File: src/rtl/ppfdd_pkg.sv
package ppfdd_pkg;
  typedef enum logic [1:0] {
    PM_OFF       = 2'b00,
    PM_DET_HIGH  = 2'b01,
    PM_DET_LOW   = 2'b10,
    PM_FORCE_FDD = 2'b11
  } pm_mode_e;

  localparam int CFG_STAT_BIT = 7;
  localparam int CFG_MODE_LO  = 5;
  localparam int CFG_SWAP_BIT = 0;

  // status 1: parallel port owns the pins, 0: floppy owns them
  function automatic logic status_of(input pm_mode_e mode, input logic det);
    case (mode)
      PM_OFF:       status_of = 1'b1;
      PM_DET_HIGH:  status_of = det;
      PM_DET_LOW:   status_of = ~det;
      default:      status_of = 1'b0;
    endcase
  endfunction

  // returns {header select, shared select}
  function automatic logic [1:0] drive_pair(input logic swap, input logic a, input logic b);
    drive_pair = swap ? {b, a} : {a, b};
  endfunction
endpackage

File: src/rtl/ppfdd_cfg_reg.sv
module ppfdd_cfg_reg
  import ppfdd_pkg::*;
(
  input  logic       clk,
  input  logic       rst_n,
  input  logic       we,
  input  logic [7:0] wdata,
  input  logic       status,
  output pm_mode_e   mode,
  output logic       swap,
  output logic [7:0] rdata
);
  logic unused_wbits;
  assign unused_wbits = ^{wdata[CFG_STAT_BIT], wdata[4:1]};

  always_ff @(posedge clk or negedge rst_n) begin
    if (!rst_n) begin
      mode <= PM_OFF;
      swap <= 1'b0;
    end else if (we) begin
      mode <= pm_mode_e'(wdata[CFG_MODE_LO +: 2]);
      swap <= wdata[CFG_SWAP_BIT];
    end
  end

  always_comb begin
    rdata = '0;
    rdata[CFG_STAT_BIT]      = status;
    rdata[CFG_MODE_LO +: 2]  = mode;
    rdata[CFG_SWAP_BIT]      = swap;
  end
endmodule

File: src/rtl/ppfdd_det_filter.sv
module ppfdd_det_filter #(
  parameter int DEB = 4
) (
  input  logic clk,
  input  logic rst_n,
  input  logic det_pin,
  output logic det_sync,
  output logic det_filt
);
  localparam int CW = $clog2(DEB + 1);
  localparam logic [CW-1:0] LAST = CW'(DEB - 1);

  logic          s1;
  logic [CW-1:0] cnt;

  always_ff @(posedge clk or negedge rst_n) begin
    if (!rst_n) begin
      s1       <= 1'b1;
      det_sync <= 1'b1;
    end else begin
      s1       <= det_pin;
      det_sync <= s1;
    end
  end

  always_ff @(posedge clk or negedge rst_n) begin
    if (!rst_n) begin
      det_filt <= 1'b1;
      cnt      <= '0;
    end else if (det_sync != det_filt) begin
      if (cnt == LAST) begin
        det_filt <= det_sync;
        cnt      <= '0;
      end else begin
        cnt <= cnt + 1'b1;
      end
    end else begin
      cnt <= '0;
    end
  end
endmodule

File: src/rtl/ppfdd_route.sv
module ppfdd_route #(
  parameter int W = 8,
  parameter logic [W-1:0] IDLE = '1
) (
  input  logic         clk,
  input  logic         rst_n,
  input  logic         own_fdd,
  input  logic [W-1:0] pin_in,
  input  logic [W-1:0] pp_out,
  input  logic [W-1:0] pp_oe,
  input  logic [W-1:0] fd_out,
  input  logic [W-1:0] fd_oe,
  output logic [W-1:0] pin_out,
  output logic [W-1:0] pin_oe,
  output logic [W-1:0] pp_in,
  output logic [W-1:0] fd_in,
  output logic         blank
);
  logic own_q;

  always_ff @(posedge clk or negedge rst_n) begin
    if (!rst_n) own_q <= 1'b0;
    else        own_q <= own_fdd;
  end

  assign blank = own_fdd ^ own_q;

  for (genvar i = 0; i < W; i++) begin : g_pin
    assign pin_out[i] = own_fdd ? fd_out[i] : pp_out[i];
    assign pin_oe[i]  = ~blank & (own_fdd ? fd_oe[i] : pp_oe[i]);
    assign pp_in[i]   = own_fdd ? IDLE[i] : pin_in[i];
    assign fd_in[i]   = own_fdd ? pin_in[i] : IDLE[i];
  end
endmodule

File: src/rtl/ppfdd_pin_router.sv
module ppfdd_pin_router
  import ppfdd_pkg::*;
#(
  parameter int W   = 8,
  parameter int DEB = 4
) (
  input  logic         clk,
  input  logic         rst_n,
  input  logic         cfg_we,
  input  logic [7:0]   cfg_wdata,
  output logic [7:0]   cfg_rdata,
  input  logic         det_pin,
  input  logic [W-1:0] pin_in,
  output logic [W-1:0] pin_out,
  output logic [W-1:0] pin_oe,
  input  logic [W-1:0] pp_out,
  input  logic [W-1:0] pp_oe,
  output logic [W-1:0] pp_in,
  input  logic [W-1:0] fd_out,
  input  logic [W-1:0] fd_oe,
  output logic [W-1:0] fd_in,
  input  logic         fdc_drv_a,
  input  logic         fdc_drv_b,
  output logic         hdr_drv,
  output logic         shr_drv
);
  pm_mode_e   mode;
  logic       swap;
  logic       status;
  logic       own_fdd;
  logic       det_sync;
  logic       det_filt;
  logic       blank;
  logic [1:0] drv;

  ppfdd_cfg_reg u_cfg (
    .clk(clk), .rst_n(rst_n), .we(cfg_we), .wdata(cfg_wdata),
    .status(status), .mode(mode), .swap(swap), .rdata(cfg_rdata)
  );

  ppfdd_det_filter #(.DEB(DEB)) u_det (
    .clk(clk), .rst_n(rst_n), .det_pin(det_pin),
    .det_sync(det_sync), .det_filt(det_filt)
  );

  assign status  = status_of(mode, det_filt);
  assign own_fdd = ~status;

  ppfdd_route #(.W(W)) u_route (
    .clk(clk), .rst_n(rst_n), .own_fdd(own_fdd), .pin_in(pin_in),
    .pp_out(pp_out), .pp_oe(pp_oe), .fd_out(fd_out), .fd_oe(fd_oe),
    .pin_out(pin_out), .pin_oe(pin_oe), .pp_in(pp_in), .fd_in(fd_in),
    .blank(blank)
  );

  assign drv     = drive_pair(swap, fdc_drv_a, fdc_drv_b);
  assign hdr_drv = drv[1];
  assign shr_drv = own_fdd & drv[0];
endmodule

File: config.mk
export PLATFORM = sky130hd
export DESIGN_NAME = ppfdd_pin_router
export DESIGN_NICKNAME = d
export VERILOG_FILES = /design/src/rtl/ppfdd_pkg.sv /design/src/rtl/ppfdd_cfg_reg.sv /design/src/rtl/ppfdd_det_filter.sv /design/src/rtl/ppfdd_route.sv /design/src/rtl/ppfdd_pin_router.sv
export SDC_FILE = /design/constraint.sdc
export NUM_CORES = 1
export LEC_CHECK = 0
export ABC_CLOCK_PERIOD_IN_PS = 1700
export BUFFER_PORTS_ARGS = -buffer_cell sky130_fd_sc_hd__buf_2
export CAP_MARGIN = 20
export CORE_AREA = 4 4 56 58
export DETAILED_ROUTE_END_ITERATION = 8
export DIE_AREA = 0 0 60 62
export MAX_ROUTING_LAYER = met4
export PLACE_DENSITY = 0.85
export SETUP_SLACK_MARGIN = 0.05
export SLEW_MARGIN = 20
export SYNTH_ARGS = -nofsm -noshare
export SYNTH_HDL_FRONTEND = slang
export SYNTH_SLANG_ARGS = --single-unit
File: constraint.sdc
create_clock -name clk -period 1.7 [get_ports clk]
set_input_delay 0.085 -clock clk [delete_from_list [all_inputs] [get_ports clk]]
set_output_delay 0.085 -clock clk [all_outputs]
set_load 0.005 [all_outputs]
==> impl_metrics.csv, run 1 <==
group,metric,value,unit
clock_tree,cts.sinks,10,
global_routing,grt_overflow,0,
global_routing,antenna_found_initial,0,
floorplan,design.core.area,0.002663,mm²
sta,rsz0062_at_grt,"true",
global_routing,met2_usage,0.3179,
cells_and_area,fill_cells,212,
critical_path,worstReg2RegStart,"u_det.det_filt$_DFFE_PN1P_",
power,cellPowerDensity,1091,mW/mm²
global_routing,grt_max_degree,17,
critical_path,startpoint,"u_det.det_filt$_DFFE_PN1P_",
critical_path,path_class,"reg2out",
sta,fin_ws,-189.9,ps
critical_path,rrSetupSlack,400,ps
place,gp_congestion,0.6684,
cells_and_area,nNetsFinal,234,
global_routing,use_met3,0.04545,
place,hpwl,2109,µm
floorplan,num_rows,19,
floorplan,io_pins,96,
clock_tree,cts_made_buffers,3,
route,drtIter0Drc,28,
cells_and_area,antenna_cells,0,
critical_path,crit_chain,"mux2i_4 > buf_12 > buf_12 > mux2_4 > buf_6",
logic_synthesis,ys_types,21,
global_routing,met1_usage,0.1677,
route,wire_per_inst,14.16,µm
critical_path,crit_path_end,"pin_out[6]",
sta,fmax,529.1,MHz
power,total_power,1.673,mW
status,violations,"setup timing",
cells_and_area,fin_area,0.001534,mm²
power,leakage,0.8346,nW
global_routing,grt_pass1_vias,958,
logic_synthesis,syn_area,834.6,µm²
global_routing,busiest_layer,"met2",
critical_path,cp-end-kind,"output pin",
route,route.detailed.drc,0,
critical_path,cpMaxStageDelayCell,"dfstp_2",
critical_path,crit_fanout,5,
logic_synthesis,synth-seq-cells,10,
worst_hold_path,holdCritStartpoint,"cfg_wdata[0]",
critical_path,start_kind,"flip-flop",
logic_synthesis,avgSynthCellArea,9.935,µm²
sta,finalClockSkew,2.848,ps
clock_tree,root_buffer,"clkbuf_4",
sta,hold_violations,0,
critical_path,worstPathArrival,1800,ps
sta,final_max_slew_viol_count,0,
flow_run,drv_cap,0,
status,outcome,"complete, but fails checks",
floorplan,die_area,0.003720,mm²
cells_and_area,drive_above_1_share,0.7022,
cells_and_area,area_growth,83.81,%
logic_synthesis,ys_warn_count,0,
place,dpl_cell_area,0.001270,mm²
logic_synthesis,yosysSeqAreaShare,0.3043,
sta,fin_crit_sh,1.112,
place,port_buffers,86,
critical_path,worst_path_largest_cell_delay,560,ps
clock_tree,ctsHtreeMaxLevel,1,
logic_synthesis,synthCells,84,
global_routing,grt_use_total,0.1731,
clock_tree,cts_tree,"yes",
clock_tree,clockBufferDepth,2,
floorplan,initial_utilization,0.3134,
power,peakVddDrop,0.0007677,V
cells_and_area,multi_input_area,548.0,µm²
route,routed_via_density,4.550,
route,wirelength,2960,µm
worst_hold_path,hp-class,"in2reg",
critical_path,crit_top_cell,"buf_12",
route,final_antenna_net_count,0,
sta,min_period,1890,ps
floorplan,fp.dieH,62,µm
sta,setup_viol,28,
route,vias,951,
critical_path,cp.required,1620,ps
critical_path,r2r_cells,4,
floorplan,die_w,60,µm
clock_tree,clock_latency,270,ps
clock_tree,clkTransAtPathRegs,60,ps
cells_and_area,seq_area,254.0,µm²
critical_path,rr_endpoint,"u_route.own_q$_DFF_PN0_",
global_routing,grt_first_pass_wirelength,4374,µm
route,dr.pass1.iters,4,
## per-stage QoR
stage	setup TNS (ps)	hold slack [ps]	cells	util	setup slack, ps
6_report	-3258	53.70	209	0.5761	-189.9
5_1_grt	-5345	50.69	209	0.5761	-243.8
4_1_cts	-3181	57.91	209	0.5789	-172.0
3_5_place_dp	0	-50.65	196	0.4770	99.64
3_3_place_gp	0	-53.36	196	0.4770	142.9
2_1_floorplan	0	-210.6	87	-	248.0
## cells in the final DEF (no fill, tap or decap)
| master | count |
|---|---|
| conb_1 | 4 |
| clkbuf_8 | 1 |
| nor3_1 | 1 |
| or2_4 | 4 |
| buf_8 | 1 |
| xnor2_1 | 1 |
| nand2_1 | 8 |
| buf_16 | 1 |
| mux2i_1 | 8 |
| mux2_4 | 8 |
| dfstp_2 | 3 |
| clkbuf_4 | 3 |
| buf_12 | 2 |
| buf_4 | 3 |
| or2_2 | 4 |
| mux2i_2 | 1 |
| mux2i_4 | 1 |
| mux2_2 | 5 |
| nor3b_1 | 1 |
| nor2_1 | 1 |
| inv_1 | 1 |
| nand2b_1 | 16 |
| buf_6 | 14 |
| nor2b_1 | 2 |
| dfrtp_1 | 7 |
| dlygate4sd3_1 | 2 |
| ha_1 | 1 |
| buf_2 | 74 |
## Yosys cell counts
cell type,number,share of area
clkbuf_1,1,0.0045
buf_6,1,0.013
xnor2_1,1,0.010
nor3_1,1,0.0060
mux2i_4,1,0.027
buf_4,7,0.063
nor2b_1,2,0.015
dfstp_2,3,0.094
clkbuf_2,1,0.0060
nand2b_1,16,0.12
conb_1,1,0.0045
ha_1,1,0.015
inv_1,1,0.0045
mux2_2,10,0.13
mux2i_1,9,0.11
nand2_1,8,0.036
or2_2,8,0.060
mux2_4,3,0.054
nor3b_1,1,0.0090
dfrtp_1,7,0.21
nor2_1,1,0.0045
## area by class of cell
cell class                      instances  share of cell area
Clock buffer                            4             0.02365
Multi-Input combinational cell         66              0.3573
Timing Repair Buffer                   97              0.4258
Inverter                                1            0.002447
Tap cell                               31             0.02529
Sequential cell                        10              0.1656
## logic make-up after synthesis
kind of cell / count (synthesis) / share of synthesized area
XOR/XNOR: 1 / 0.01050
adder cells (fa/ha/maj): 1 / 0.01499
buffers and inverters: 11 / 0.09144
flip-flops: 10 / 0.3044
multiplexers: 23 / 0.3238
other: 1 / 0.004493
AND/OR/NAND/NOR: 37 / 0.2504
## critical path: cells and delay by family (launching register included)
family	cells	cell delay [ps]
mux	2	590
flops	1	560
buf+inv	3	380
## per-layer routing
metal	wire length (µm)	share of wire
met4	55	0.019
met3	449	0.15
met2	1510	0.51
met1	944	0.32
met5	0	0
## repair_timing
action | 4_1_cts | 5_1_grt
hold buffers | 2 | 0
setup buffers | 5 | 1
resized for setup | 25 | 3
setup endpoints to repair | 18 | 34
hold endpoints to repair | 11 | 0
cloned | 2 | 0
## report_power, final
part | total, mW | internal (mW) | leakage (nW) | switching, mW
clock | 0.212 | 0.130 | 0.0210 | 0.0816
sequential | 0.360 | 0.298 | 0.118 | 0.0622
combinational | 1.10 | 0.692 | 0.696 | 0.409
## state kept, by name (all words and copies together) (netlist names)
signal          cells
u_cfg.mode          2
u_cfg.swap          1
u_det.cnt           3
u_det.det_filt      1
u_det.det_sync      1
u_det.s1            1
u_route.own_q       1
## how the worst min path moves through the flow
stage	end	slack, ps	depth (start not counted)
2_1_floorplan	u_cfg.mode[0]$_DFFE_PN0P_	-210	0
3_3_place_gp	u_cfg.swap$_DFFE_PN0P_	-50	1
3_5_place_dp	u_cfg.swap$_DFFE_PN0P_	-50	1
4_1_cts	u_cfg.swap$_DFFE_PN0P_	60	2
5_1_grt	u_cfg.swap$_DFFE_PN0P_	50	2
6_report	u_cfg.swap$_DFFE_PN0P_	50	2
(Power assumes the default switching activity.)
==> run 2, diff against run 1 <==
==> constraint.sdc (replaced) <==
create_clock -name clk -period 1.7 [get_ports clk]
set_input_delay 0.085 -clock clk [delete_from_list [all_inputs] [get_ports clk]]
set_output_delay 0.085 -clock clk [all_outputs]
set_load 0.02 [all_outputs]
==> impl_metrics.csv, run 2 (same netlist as run 1, synthesis figures left out) <==
group,metric,value,unit
worst_hold_path,holdCritStartpoint,"cfg_wdata[5]",
global_routing,grt_max_degree,17,
critical_path,cp.required,1620,ps
clock_tree,root_buffer,"clkbuf_4",
cells_and_area,multi_input_area,553.0,µm²
cells_and_area,largest_reg_flops,3,
critical_path,worstReg2RegStart,"u_det.det_filt$_DFFE_PN1P_",
global_routing,grt_overflow,0,
floorplan,initial_utilization,0.3134,
sta,setup_tns,-4780,ps
floorplan,io_pins,96,
sta,setup_viol,34,
sta,fin_ws,-209.1,ps
sta,min_period,1909,ps
sta,timing.hold.ws,48.09,ps
power,peakVddDrop,0.0008947,V
global_routing,grt_use_total,0.1583,
place,pre_cts_ws,64.38,ps
cells_and_area,nNetsFinal,237,
global_routing,met1_usage,0.1612,
floorplan,fp.dieH,62,µm
sta,final_max_slew_viol_count,0,
critical_path,crit_buf_inv,3,
critical_path,crit_fanout,5,
clock_tree,cts.sinks,10,
place,gp_congestion,0.6864,
route,wirelength,3243,µm
critical_path,worstPathArrival,1820,ps
place,port_buffers,86,
cells_and_area,area_growth,95.35,%
critical_path,startpoint,"u_det.det_filt$_DFFE_PN1P_",
place,dp.cells,196,
critical_path,cpMaxStageDelayCell,"dfstp_2",
cells_and_area,antenna_cells,0,
cells_and_area,seq_area,254.0,µm²
critical_path,start_kind,"flip-flop",
floorplan,design.core.area,0.002663,mm²
floorplan,num_rows,19,
status,violations,"setup timing",
flow_run,drv_cap,0,
route,vias,988,
floorplan,die_w,60,µm
route,route.detailed.drc,0,
clock_tree,cts_tree,"yes",
clock_tree,clockBufferDepth,2,
route,wire_per_inst,15.30,µm
cells_and_area,drive_above_1_share,0.7072,
critical_path,cp_top_family,"flip-flops",
place,hpwl,2112,µm
cells_and_area,reg_top3,"u_det.cnt (3), u_cfg.mode (2)",
sta,hold_violations,0,
sta,rsz0062_at_grt,"true",
critical_path,crit_chain,"mux2i_4 > buf_12 > clkbuf_16 > mux2_4 > buf_6",
critical_path,path_class,"reg2out",
critical_path,cp-end-kind,"output pin",
global_routing,grt_pass1_vias,1012,
route,drtIter0Drc,19,
sta,fmax,523.8,MHz
global_routing,grt_first_pass_wirelength,4209,µm
route,dr.pass1.iters,4,
power,leakage,0.8758,nW
cells_and_area,fill_cells,205,
cells_and_area,layout_commonest_cell,"buf_2",
clock_tree,clock_latency,270,ps
power,cellPowerDensity,1267,mW/mm²
global_routing,antenna_found_initial,0,
route,routed_via_density,4.660,
cells_and_area,regMostFlops,"u_det.cnt",
cells_and_area,fin_cells,212,
cells_and_area,final_core_util,0.6123,
sta,fin_crit_sh,1.123,
cells_and_area,mostFrequentLayoutCells,"buf_2 (60), buf_6 (19), nand2b_1 (16), buf_4 (14)",
clock_tree,ctsHtreeMaxLevel,1,
critical_path,worst_path_largest_cell_delay,580,ps
global_routing,use_met3,0.05992,
sta,finalClockSkew,3.544,ps
status,outcome,"complete, but fails checks",
route,final_antenna_net_count,0,
global_routing,busiest_layer,"met2",
worst_hold_path,hp-class,"in2reg",
clock_tree,cts_made_buffers,3,
global_routing,met2_usage,0.2855,
clock_tree,clkTransAtPathRegs,70,ps
floorplan,die_area,0.003720,mm²
[run 2: changes by cell type in the layout (fill, tap and decap cells not counted)]
cell and change:
or2_4 +2, clkbuf_16 +2, buf_2 -14, buf_4 +11, buf_6 +5, or2_2 -2
buf_16 -1
[run 2: worst register-to-register path, delay by kind of cell (launching register included)]
family	cells	cell delay (ps)
buf+inv	4	490
flops	1	580
mux	1	260
[run 2: repair_timing]
| item | CTS | global route |
|---|---|---|
| pin swaps | 0 | 0 |
| endpoints found under the hold margin | 11 | 0 |
| buffers inserted | 5 | 3 |
| endpoints found under the setup margin | 28 | 34 |
| cloned | 1 | 3 |
| hold buffers | 2 | 0 |
| resized for setup | 32 | 31 |
[run 2: path summary, 6_finish.rpt]
| path | end | slack [ps] | cells past startpoint |
|---|---|---|---|
| max | pin_out[1] | -210 | 5 |
| min | u_cfg.mode[0]$_DFFE_PN0P_ | 50 | 2 |
| max reg2reg | u_route.own_q$_DFF_PN0_ | 260 | 5 |
| min reg2reg | u_det.det_sync$_DFF_PN1_ | 360 | 0 |
| max in group asynchronous | u_det.det_filt$_DFFE_PN1P_ | 1240 | 2 |
| min in group asynchronous | u_cfg.mode[1]$_DFFE_PN0P_ | 210 | 2 |
[run 2: metrics by stage]
stage	instance area (µm²)	power, mW
3_5_place_dp	1270	1.372
3_3_place_gp	1270	1.360
2_1_floorplan	845.8	1.077
5_1_grt	1630	2.185
6_report	1630	2.066
4_1_cts	1484	1.835
[run 2: power breakdown]
part           internal, mW  switching [mW]  leakage [nW]
clock                 0.130          0.0861        0.0210
sequential            0.298          0.0664         0.118
combinational         0.811           0.675         0.737
[run 2: layout make-up]
cell class | count | area share
repair buffers | 100 | 0.4566
clock buffers | 4 | 0.02226
well taps | 31 | 0.02379
inverters | 1 | 0.002302
multi-input cells | 66 | 0.3392
flip-flops and latches | 10 | 0.1558
[run 2: routing by layer]
layer	routed length [µm]	vias up
met5	0	-
met4	22	0
met3	422	2
met2	1609	77
met1	1189	449
li1	-	460
